`src/rtl/ham_pkg.sv`:
```
package ham_pkg;
  localparam int CHK_BITS = 3;
  localparam int CW_BITS  = (1 << CHK_BITS) - 1;
  localparam int MSG_BITS = CW_BITS - CHK_BITS;

  typedef logic [CW_BITS-1:0]  cw_t;
  typedef logic [MSG_BITS-1:0] msg_t;
  typedef logic [CHK_BITS-1:0] syn_t;

  typedef struct packed {
    cw_t  word;
    msg_t msg;
    syn_t syn;
    cw_t  pos_n;
    logic ok_n;
  } dec_res_t;

  // True for positions that carry a parity bit (powers of two)
  function automatic bit is_chk_pos(input int p);
    return (p & (p - 1)) == 0;
  endfunction

  // Word position (1-based) that holds message bit j (0-based)
  function automatic int data_pos(input int j);
    int cnt;
    int res;
    cnt = 0;
    res = 0;
    for (int p = 1; p <= CW_BITS; p++) begin
      if (!is_chk_pos(p)) begin
        if (cnt == j) res = p;
        cnt++;
      end
    end
    return res;
  endfunction

  // Mask of positions whose binary index has bit k set
  function automatic cw_t cover_mask(input int k);
    cw_t m;
    m = '0;
    for (int p = 1; p <= CW_BITS; p++)
      m = m | (cw_t'((p >> k) & 1) << (p - 1));
    return m;
  endfunction
endpackage

```
`src/rtl/ham_encoder.sv`:
```
module ham_encoder
  import ham_pkg::*;
(
  input  msg_t msg,
  output cw_t  word
);
  cw_t data_only;

  generate
    for (genvar p = 1; p <= CW_BITS; p++) begin : g_chk_zero
      if (is_chk_pos(p)) begin : g_z
        assign data_only[p-1] = 1'b0;
      end
    end
    for (genvar j = 0; j < MSG_BITS; j++) begin : g_place
      assign data_only[data_pos(j)-1] = msg[j];
    end
    for (genvar p = 1; p <= CW_BITS; p++) begin : g_out
      if (is_chk_pos(p)) begin : g_par
        localparam int K = $clog2(p);
        assign word[p-1] = ^(data_only & cover_mask(K));
      end else begin : g_dat
        assign word[p-1] = data_only[p-1];
      end
    end
  endgenerate
endmodule

```
`src/rtl/ham_syndrome.sv`:
```
module ham_syndrome
  import ham_pkg::*;
(
  input  cw_t  rx,
  output syn_t syn
);
  generate
    for (genvar k = 0; k < CHK_BITS; k++) begin : g_syn
      assign syn[k] = ^(rx & cover_mask(k));
    end
  endgenerate
endmodule

```
`src/rtl/ham_corrector.sv`:
```
module ham_corrector
  import ham_pkg::*;
(
  input  cw_t      rx,
  input  syn_t     syn,
  output dec_res_t res
);
  cw_t pos_n;

  generate
    for (genvar p = 1; p <= CW_BITS; p++) begin : g_strobe
      assign pos_n[p-1] = (syn != syn_t'(p));
    end
  endgenerate

  cw_t fixed;
  assign fixed = rx ^ ~pos_n;

  msg_t msg;
  generate
    for (genvar j = 0; j < MSG_BITS; j++) begin : g_msg
      assign msg[j] = fixed[data_pos(j)-1];
    end
  endgenerate

  assign res.word  = fixed;
  assign res.msg   = msg;
  assign res.syn   = syn;
  assign res.pos_n = pos_n;
  assign res.ok_n  = (syn != '0);
endmodule

```
`src/rtl/ham_out_stage.sv`:
```
module ham_out_stage
  import ham_pkg::*;
#(
  parameter bit REGISTERED = 1'b1
) (
  input  logic     clk,
  input  logic     rst,
  input  logic     in_valid,
  output logic     in_ready,
  input  dec_res_t in_res,
  output logic     out_valid,
  input  logic     out_ready,
  output dec_res_t out_res
);
  localparam dec_res_t RES_IDLE = '{word: '0, msg: '0, syn: '0, pos_n: '1, ok_n: 1'b0};

  generate
    if (REGISTERED) begin : g_reg
      logic     vld_q;
      dec_res_t res_q;
      assign in_ready  = !vld_q || out_ready;
      assign out_valid = vld_q;
      assign out_res   = res_q;
      always_ff @(posedge clk) begin
        if (rst) begin
          vld_q <= 1'b0;
          res_q <= RES_IDLE;
        end else if (in_valid && in_ready) begin
          vld_q <= 1'b1;
          res_q <= in_res;
        end else if (out_ready) begin
          vld_q <= 1'b0;
        end
      end
    end else begin : g_wire
      assign in_ready  = out_ready;
      assign out_valid = in_valid;
      assign out_res   = in_res;
    end
  endgenerate
endmodule

```
`src/rtl/hamming74_codec.sv`:
```
module hamming74_codec
  import ham_pkg::*;
#(
  parameter bit REGISTERED = 1'b1
) (
  input  logic       clk,
  input  logic       rst,
  input  logic [3:0] msg_in,
  output logic [6:0] code_out,
  input  logic       rx_valid,
  output logic       rx_ready,
  input  logic [6:0] rx_word,
  output logic       dec_valid,
  input  logic       dec_ready,
  output logic [6:0] dec_word,
  output logic [3:0] dec_msg,
  output logic [2:0] dec_syndrome,
  output logic [6:0] dec_pos_n,
  output logic       dec_ok_n
);
  syn_t     syn;
  dec_res_t res_d;
  dec_res_t res_q;

  ham_encoder u_enc (.msg(msg_in), .word(code_out));
  ham_syndrome u_syn (.rx(rx_word), .syn(syn));
  ham_corrector u_cor (.rx(rx_word), .syn(syn), .res(res_d));

  ham_out_stage #(.REGISTERED(REGISTERED)) u_out (
    .clk(clk), .rst(rst),
    .in_valid(rx_valid), .in_ready(rx_ready), .in_res(res_d),
    .out_valid(dec_valid), .out_ready(dec_ready), .out_res(res_q)
  );

  assign dec_word     = res_q.word;
  assign dec_msg      = res_q.msg;
  assign dec_syndrome = res_q.syn;
  assign dec_pos_n    = res_q.pos_n;
  assign dec_ok_n     = res_q.ok_n;
endmodule

```
`config.mk`:
```
export PLATFORM = sky130hd
export DESIGN_NAME = hamming74_codec
export DESIGN_NICKNAME = d
export VERILOG_FILES = /design/src/rtl/ham_pkg.sv /design/src/rtl/ham_encoder.sv /design/src/rtl/ham_syndrome.sv /design/src/rtl/ham_corrector.sv /design/src/rtl/ham_out_stage.sv /design/src/rtl/hamming74_codec.sv
export SDC_FILE = /design/constraint.sdc
export NUM_CORES = 1
export LEC_CHECK = 0
export BUFFER_PORTS_ARGS = -buffer_cell sky130_fd_sc_hd__clkbuf_2
export CAP_MARGIN = 20
export CELL_PAD_IN_SITES_DETAIL_PLACEMENT = 0
export CELL_PAD_IN_SITES_GLOBAL_PLACEMENT = 1
export CORE_ASPECT_RATIO = 1.1
export CORE_MARGIN = 4
export CORE_UTILIZATION = 37
export CTS_BUF_LIST = sky130_fd_sc_hd__clkbuf_8 sky130_fd_sc_hd__clkbuf_16
export DETAILED_ROUTE_END_ITERATION = 12
export GPL_ROUTABILITY_DRIVEN = 0
export PLACE_DENSITY_LB_ADDON = 0.2
export SYNTH_ARGS = -nofsm -noshare
export SYNTH_HDL_FRONTEND = slang
export SYNTH_SLANG_ARGS = --single-unit
```
`constraint.sdc`:
```
create_clock -name clk -period 3.4 [get_ports clk]
set_input_delay 0.34 -clock clk [delete_from_list [all_inputs] [get_ports clk]]
set_output_delay 0.34 -clock clk [all_outputs]
set_load 0.01 [all_outputs]
```
# == Yosys cells after proc, flatten, opt, wreduce, memory -nomap -nowiden ==
# Cells that the tools add are included.
# classes
eq_ne,7
mux,2
bitwise_logic,2
n_reduce_logical,11
# op_table
cell,count
7-bit parity,6
3-bit != test (second input constant),4
7-bit NOT,1
7-bit XOR,1
3-bit by 2-bit != test with 1-bit output (second input constant),2
3-bit by 1-bit != test with 1-bit output (second input constant),1
3-bit nonzero test,1
1-bit two-way mux,2
2-bit nonzero test,1
1-bit logical AND,1
1-bit logical NOT,1
1-bit logical OR,1
# totals
register_bits,23
inputBits,15
out_inout_bits,31
wordCells,28

# == Longest topological paths before layout ==
# Gate-level depths: netlist (run 1).
# logic_depth
ltp_word,4
mapped_depth,6
mapped_depth_nobuf,4

# == By module ==
# A second synthesis (run 1) with hierarchy kept.
# unflattened
hier_cells,142
hier_area_um2,1383.8
# by_module_without_submodules
module,instances,cells_per_inst,area_per_inst_um2,seq_area_each_um2
ham_out_stage,1,104,996.0,460.4
ham_corrector,1,23,201.4,0.0
ham_encoder,1,7,108.9,0.0
ham_syndrome,1,8,77.6,0.0

# == Least setup slack after synthesis (run 1) ==
# OpenSTA, ideal clock, no wires.
# synth_timing
path_kind,input -> register
start,in rx_word[6]
end,reg u_out.out_res[5] (netlist name)
setup_time_ns,0.120
arrival_ns,1.548
t_required_ns,3.280
slack_ns,1.732
path_stages,5
path_buffers,1
cell_sequence,buf_6 -> xnor3_2 -> xor2_2 -> a21o_1 -> a211o_1
# synth_via
elab_chain_len,2
word_cells_on_any_way,4
classes_between,1 x eq/ne; 3 x reduce/logical
# synth_lines
element,line,source
start: declaration,hamming74_codec.sv:12,"input logic [6:0] rx_word,"
7-bit parity,ham_syndrome.sv:9,assign syn[k] = ^(rx & cover_mask(k));
3-bit != test *,ham_corrector.sv:12,assign pos_n[p-1] = (syn != syn_t'(p));
# Every way passes the cells marked *; elsewhere a longest branch is shown, timed or not.
# A chain may end at the register's enable or synchronous reset.

# == Worst setup path in the final report (run 1) ==
# layout_timing
start,"reg u_out.g_reg.vld_q, in the netlist u_out.out_valid"
end,reg u_out.out_res[14] (netlist name)
# layout_via
elab_chain_len,3
# layout_lines
element,line,source
start: declaration,ham_out_stage.sv:19,logic vld_q;
start signal: assignment,ham_out_stage.sv:26,vld_q <= 1'b0;
start signal: assignment,ham_out_stage.sv:29,vld_q <= 1'b1;
start signal: assignment,ham_out_stage.sv:32,vld_q <= 1'b0;
1-bit logical NOT,ham_out_stage.sv:21,assign in_ready = !vld_q || out_ready;
1-bit logical OR,ham_out_stage.sv:21,
1-bit logical AND,ham_out_stage.sv:28,end else if (in_valid && in_ready) begin
# No other way between the ends.

==> impl_results.rst, run 1 <==
.. list-table::
   :header-rows: 1

   * - Metric
     - Value
   * - Status
     - finished clean
   * - Simple-gate share of the synthesized area
     - 15.9%
   * - Proportion of synthesized chip area in sequential cells
     - 32.4%
   * - Share of the synthesized area in the top cell type
     - 32.4%
   * - Floorplan row count
     - 21
   * - Most used flip-flop cell after synthesis
     - dfxtp_1
   * - Hold path startpoint
     - rx_valid
   * - Buffers from clock root to sink, at most
     - 2
   * - Num Clock Sinks
     - 19
   * - Min-delay worst type
     - in2reg
   * - Clock root buffer master
     - clkbuf_8
   * - Yosys cell types
     - 25
   * - Sw Ratio
     - 32.1%
   * - Period Utilization, post-route
     - between 40 and 50%
   * - Hold Crit Endpoint
     - u_out.out_valid
   * - Minimum period implied by the final worst setup slack
     - 1610 ps
   * - FF-to-FF path depth
     - 5
   * - Number of standard cells in the layout, taps in and fillers out
     - 199
   * - Number of routed nets with antenna violations
     - 0
   * - Largest area contributor in the netlist
     - dfxtp_1
   * - Adder and majority gate portion of the synthesized area
     - 0%
   * - Count of TritonRoute iterations in the first routing pass
     - 4
   * - Xor-xnor portion of the synthesized cell area
     - 15.3%
   * - Max-Slew Margin vs Limit
     - 66.4%
   * - Number of instances in the synthesized netlist
     - 134
   * - Remaining design rule violation count
     - 0
   * - Synthesized netlist net count
     - 149
   * - Critical path buffer and inverter count
     - 1
   * - Maximum level of the CTS H-tree
     - 1
   * - Leak Pwr
     - between 0.0006 and 0.0007 uW
   * - Vert. Die Dim
     - around 67 um
   * - Most common cell in the synthesized netlist
     - dfxtp_1
   * - Count of placed standard cells including taps
     - 194
   * - Global route overflow
     - 0
   * - Maximum fanout along the worst path
     - 14
   * - Mean instance size in the synthesized netlist
     - just under 9 um^2
   * - Worst R2R Setup Slack
     - 1790 ps
   * - Synthesis-to-layout area growth
     - 17.2%
   * - Detailed-route wire length per cell
     - 13.5 um
   * - Slowest stage cell, crit path
     - and2_0
   * - Synth warnings
     - 0
   * - Hold Path Stages
     - 3
   * - Placeable Area
     - 0.00305 mm^2
   * - Clock tree from TritonCTS
     - built
   * - Pin count of the biggest net entering global routing
     - 23
   * - Wire length of the first global-routing pass
     - between 4000 and 5000 um
   * - Cell class contributing the biggest share of worst-path delay
     - simple AND/OR/NAND/NOR gates
   * - Fin nets
     - 181
   * - Worst-Skew Late Latency
     - 250 ps
   * - Power share of the clock group
     - about a quarter
   * - Final setup fails
     - 0
   * - Total inserted antenna cells
     - 0
   * - Max-capacitance violation count
     - 0
   * - Sequential share of power
     - 42.8%
   * - Initial cell density of the core
     - 38.5%
   * - Flip-flop and latch count after synthesis
     - 19
   * - Placement Cell Area
     - 0.00132 mm^2
   * - Most common library cells after synthesis
     - dfxtp_1 (19), a211oi_1 (16), nand3_1 (15)
   * - Mux cell area share after synthesis
     - 0%
   * - Hold violation count in the final report
     - 0
   * - DPL Wire Length
     - approximately 2000 um
   * - P_sw
     - 189 uW
   * - Timing-limited maximum frequency
     - 620 MHz
   * - Clock transition at path regs
     - 70 ps
   * - Number of logic stages on the critical path including buffering
     - 5
   * - Setup TNS
     - 0 ps
   * - Critical path data required time
     - 3570 ps
   * - Number of buffers created by CTS
     - 3
   * - Worst Max-Slew Pin Slew
     - 503 ps
   * - Setup crit end kind
     - flop
   * - WL final
     - 2690 um
   * - Via density per instance
     - 5.23
   * - Number of buffers inserted to repair setup after CTS
     - 0
   * - End of the worst register-to-register path
     - u_out.out_res[14]
   * - Setup repair after global routing missed its margin
     - no
   * - Internal cell power
     - 399 uW
   * - Combinational family with the most area after synthesis
     - compound AO/OA/AOI/OAI gates
   * - Crit Path Category
     - reg2reg
   * - Area contributors post-synth
     - dfxtp_1 (32%), a211oi_1 (10%), xnor2_1 (8.2%), nand3_1 (6.4%), buf_4 (5.1%)
   * - Data arrival, critical path
     - between 1500 and 2000 ps
   * - Port Buffers
     - 45
   * - Post-cts gate resize count
     - 0
   * - Pwr Total
     - about 590 uW
   * - Kind of start point of the critical path
     - flop
   * - Ports
     - 46
   * - Vias in the first global route
     - 996
   * - Syn Std Cell Area
     - 0.00117 mm^2
   * - Die boundary width
     - 61.7 um
   * - Peak supply drop
     - ~0.00019 V
   * - Fraction of final layout cells sized beyond drive strength 1
     - 31.5%
   * - Number of DRC markers after the initial detailed-route iteration
     - 20
   * - Critical Path, Cell by Cell
     - nand2b_1, and2_0, buf_6, o21bai_1, a211oi_1
   * - Initial antenna violation count
     - 0
   * - Max-slew violation count
     - 0
   * - Total via count in the routed design
     - 1040
   * - All-Layer GR Usage
     - 13.6%
   * - Power Density
     - 428 mW/mm^2
   * - Final instance area
     - roughly 0.0014 mm^2
   * - Combinational power share
     - 31.1%
   * - Count of hold buffers inserted by post-cts repair
     - 0
   * - Slowest stage delay, CP
     - around 490 ps
   * - Area fraction in compound gates after synthesis
     - 25.6%
   * - Ys async rst share
     - 0%
   * - Floorplan die area
     - roughly 0.0041 mm^2
   * - EDFF count, synth
     - 0
   * - Reg-to-reg critical path startpoint
     - u_out.out_valid
   * - Worst clock skew on the final layout
     - 0.851 ps
logic make-up after synthesis:
kind of cell,after synthesis
compound gates,39
xor+xnor,17
buf+inv,20
flops,19
simple gates,39
per-layer routing:
layer	up-vias	share of wire [%]	global-route usage [%]
met3	2	6.9	2.71
li1	530	-	-
met4	0	0.52	5.84
met1	470	45	16.9
met2	38	47	22.4
met5	-	0	0
worst min-delay path: cells and delay by family:
kind / cells / cell delay (ps)
buffers and inverters: 2 / 230
AOI/OAI and AO/OA: 1 / 50
worst max-delay path by stage:
| stage | startpoint | slack (ps) | endpoint |
|---|---|---|---|
| 2_1_floorplan | rx_word[6] | 1730 | u_out.out_res[5] |
| 3_3_place_gp | dec_ready | 1430 | u_out.out_res[8] |
| 3_5_place_dp | dec_ready | 1340 | u_out.out_res[8] |
| 4_1_cts | u_out.out_valid | 1480 | u_out.out_res[8] |
| 5_1_grt | u_out.out_valid | 1600 | u_out.out_res[3] |
| 6_report | u_out.out_valid | 1790 | u_out.out_res[14] |
registers in the layout, indices dropped and copies added, names as in the netlist:
| register | flops |
|---|---|
| u_out.out_valid | 1 |
| u_out.out_res | 18 |
per-stage QoR:
stage	setup slack, ps	utilization (%)	hold WS [ps]
after floorplan	1730	-	510
after global placement	1430	43.2	485
after detailed placement	1340	43.2	482
after CTS	1480	44.7	409
after global routing	1600	45.1	445
final	1790	45.1	419
power groups by stage:
stage / Combinational, uW / Clock (uW) / Sequential (uW)
finish: 183 / 153 / 252
global route: 204 / 171 / 254
CTS: 183 / 160 / 252
detailed placement: 182 / 0 / 257
global placement: 182 / 0 / 256
floorplan: 124 / 0 / 266
cell usage in the layout (no fill, tap or decap), types with 2 or more instances in the layout:
| cell type | n |
|---|---|
| clkbuf_2 | 45 |
| and2_1 | 6 |
| o21bai_1 | 7 |
| a21o_1 | 7 |
| nand2_1 | 3 |
| nand3_1 | 15 |
| inv_1 | 2 |
| xor2_1 | 3 |
| a311oi_1 | 2 |
| a211oi_1 | 16 |
| a211o_1 | 6 |
| clkbuf_8 | 3 |
| xnor2_1 | 11 |
| dfxtp_1 | 19 |
| nor2_1 | 12 |
area by class of cell:
cell class / count / area, um^2
Clock buffer: 3 / 41.3
Clock inverter: 1 / 3.75
Fill cell: 332 / 1670
Inverter: 1 / 3.75
Multi-Input combinational cell: 95 / 666
Sequential cell: 19 / 380
Tap cell: 34 / 42.5
Timing Repair Buffer: 46 / 236
Note: power is estimated with default switching activity, not from simulation.
==> inputs of run 2 (changes only) <==
--- a/config.mk
+++ b/config.mk
@@ -11,7 +11,7 @@
 export CELL_PAD_IN_SITES_GLOBAL_PLACEMENT = 1
 export CORE_ASPECT_RATIO = 1.1
 export CORE_MARGIN = 4
-export CORE_UTILIZATION = 37
+export CORE_UTILIZATION = 34
 export CTS_BUF_LIST = sky130_fd_sc_hd__clkbuf_8 sky130_fd_sc_hd__clkbuf_16
 export DETAILED_ROUTE_END_ITERATION = 12
 export GPL_ROUTABILITY_DRIVEN = 0
==> constraint.sdc (replaced) <==
create_clock -name clk -period 1.6 [get_ports clk]
set_input_delay 0.16 -clock clk [delete_from_list [all_inputs] [get_ports clk]]
set_output_delay 0.16 -clock clk [all_outputs]
set_load 0.01 [all_outputs]
==> impl_results.rst, run 2 (synthesis gave the netlist of run 1 again) <==
.. list-table::
   :header-rows: 1

   * - Metric
     - Value
   * - Clock tree from TritonCTS
     - built
   * - Initial cell density of the core
     - 35.2%
   * - Peak supply drop
     - 0.000376 V
   * - Initial antenna violation count
     - 0
   * - Count of TritonRoute iterations in the first routing pass
     - 5
   * - Status
     - finished clean
   * - Maximum fanout along the worst path
     - 8
   * - Min-delay worst type
     - in2reg
   * - Num Clock Sinks
     - 19
   * - Final worst hold slack
     - around 250 ps
   * - Most frequent cells in the layout
     - clkbuf_2 (45), dfxtp_1 (19), a211oi_1 (16)
   * - Port Buffers
     - between 40 and 50
   * - Data arrival, critical path
     - 1480 ps
   * - Filler cells
     - ~340
   * - Number of standard cells in the layout, taps in and fillers out
     - approximately 220
   * - Worst Max-Slew Pin Slew
     - 437 ps
   * - Fin nets
     - 191
   * - Setup TNS
     - 0 ps
   * - Setup crit end kind
     - flop
   * - Most frequent standard cell in the layout excluding fill and tap cells
     - clkbuf_2
   * - Minimum period implied by the final worst setup slack
     - 1340 ps
   * - Remaining design rule violation count
     - 0
   * - Number of buffers created by CTS
     - 3
   * - Clock root buffer master
     - clkbuf_8
   * - Power Density
     - 883 mW/mm^2
   * - Maximum level of the CTS H-tree
     - 1
   * - Max-capacitance violation count
     - 0
   * - Number of routed nets with antenna violations
     - 0
   * - Pwr Total
     - 1290 uW
   * - Final instance area
     - 0.00146 mm^2
   * - WL final
     - 2840 um
   * - Crit Path Category
     - reg2reg
   * - All-Layer GR Usage
     - 13.6%
   * - Count of hold buffers inserted by post-cts repair
     - 0
   * - Floorplan row count
     - 22
   * - Synthesis-to-layout area growth
     - 24.9%
   * - Final setup fails
     - 0
   * - Number of buffers inserted to repair setup after CTS
     - 0
   * - Die boundary width
     - 64.0 um
   * - Kind of start point of the critical path
     - flop
   * - Count of placed standard cells including taps
     - about 220
   * - Ports
     - 46
   * - Floorplan die area
     - 0.00445 mm^2
   * - Post-cts gate resize count
     - 0
   * - Wire length of the first global-routing pass
     - 4910 um
   * - Clock transition at path regs
     - 70 ps
   * - DPL Wire Length
     - 2190 um
   * - Detailed-route wire length per cell
     - 12.7 um
   * - Max reg flops
     - 18
   * - Total inserted antenna cells
     - 0
   * - Total via count in the routed design
     - 1070
   * - Buffers from clock root to sink, at most
     - 2
   * - Worst clock skew on the final layout
     - 1.10 ps
   * - Placeable Area
     - between 0.003 and 0.004 mm^2
   * - Critical path data required time
     - around 1800 ps
   * - Timing-limited maximum frequency
     - roughly 750 MHz
   * - Worst-Skew Late Latency
     - 250 ps
   * - Via density per instance
     - around 4.8
   * - Global route overflow
     - 0
   * - Period Utilization, post-route
     - approximately 83%
   * - Vert. Die Dim
     - 69.6 um
   * - Hold violation count in the final report
     - 0
   * - Max-slew violation count
     - 0
   * - Max-Slew Margin vs Limit
     - 70.9%
   * - Fraction of final layout cells sized beyond drive strength 1
     - 36.0%
   * - Setup repair after global routing missed its margin
     - no
   * - Number of DRC markers after the initial detailed-route iteration
     - 36
   * - Leak Pwr
     - 0.000653 uW
   * - Placement Cell Area
     - approximately 0.0014 mm^2
   * - Pin count of the biggest net entering global routing
     - 23
   * - Vias in the first global route
     - ~1100
-- run 2: cell count changes in the layout (fill, tap and decap cells not counted) --
cell | before | now
buf_4 | 0 | 11
buf_6 | 1 | 0
clkinv_2 | 0 | 1
inv_1 | 2 | 1
-- run 2: cell type report --
type / count / area (um^2) / share of cell area (%)
clock buffer: 3 / 41.3 / 2.82
inverter: 1 / 3.75 / 0.256
sequential: 19 / 380 / 26.0
timing repair buffer: 56 / 308 / 21.0
multi-input combinational: 95 / 666 / 45.5
clock inverter: 1 / 5.00 / 0.342
tap: 48 / 60.1 / 4.10
-- run 2: final timing paths --
| kind | from | to | slack (ps) | cells past startpoint |
|---|---|---|---|---|
| hold reg to reg | u_out.out_res[8] | u_out.out_res[8] | 500 | 2 |
| hold / removal | rx_valid | u_out.out_valid | 250 | 3 |
| setup / recovery | u_out.out_valid | u_out.out_res[2] | 260 | 5 |
| setup reg to reg | u_out.out_valid | u_out.out_res[2] | 260 | 5 |
-- run 2: where the power goes --
group	internal [uW]	leakage [uW]	total, uW	switching (uW)
Combinational	188	0.000470	420	231
Clock	173	0.0000255	338	165
Sequential	514	0.000158	535	20.5
Total	876	0.000653	1290	417
-- run 2: critical path, cell delays in order, from the launching register on --
cell      delay [ps]
dfxtp_1          310
nand2b_1         210
nand2_1          120
buf_4            170
and2_1           150
a211o_1          260
-- run 2: layer usage --
metal | vias to the layer above | wire length (um) | GRT usage [%]
met5 | - | 0 | 0
met3 | 2 | 184 | 3.40
met2 | 34 | 1400 | 22.6
met1 | 486 | 1240 | 16.8
li1 | 548 | - | -
met4 | 0 | 17 | 5.04
-- run 2: metrics by stage --
step | setup slack (ps) | util (%)
2_1_floorplan | 112 | -
3_3_place_gp | 45.5 | 42.6
3_5_place_dp | 23.4 | 42.6
4_1_cts | 241 | 44.0
5_1_grt | 74.8 | 44.0
6_report | 264 | 44.0
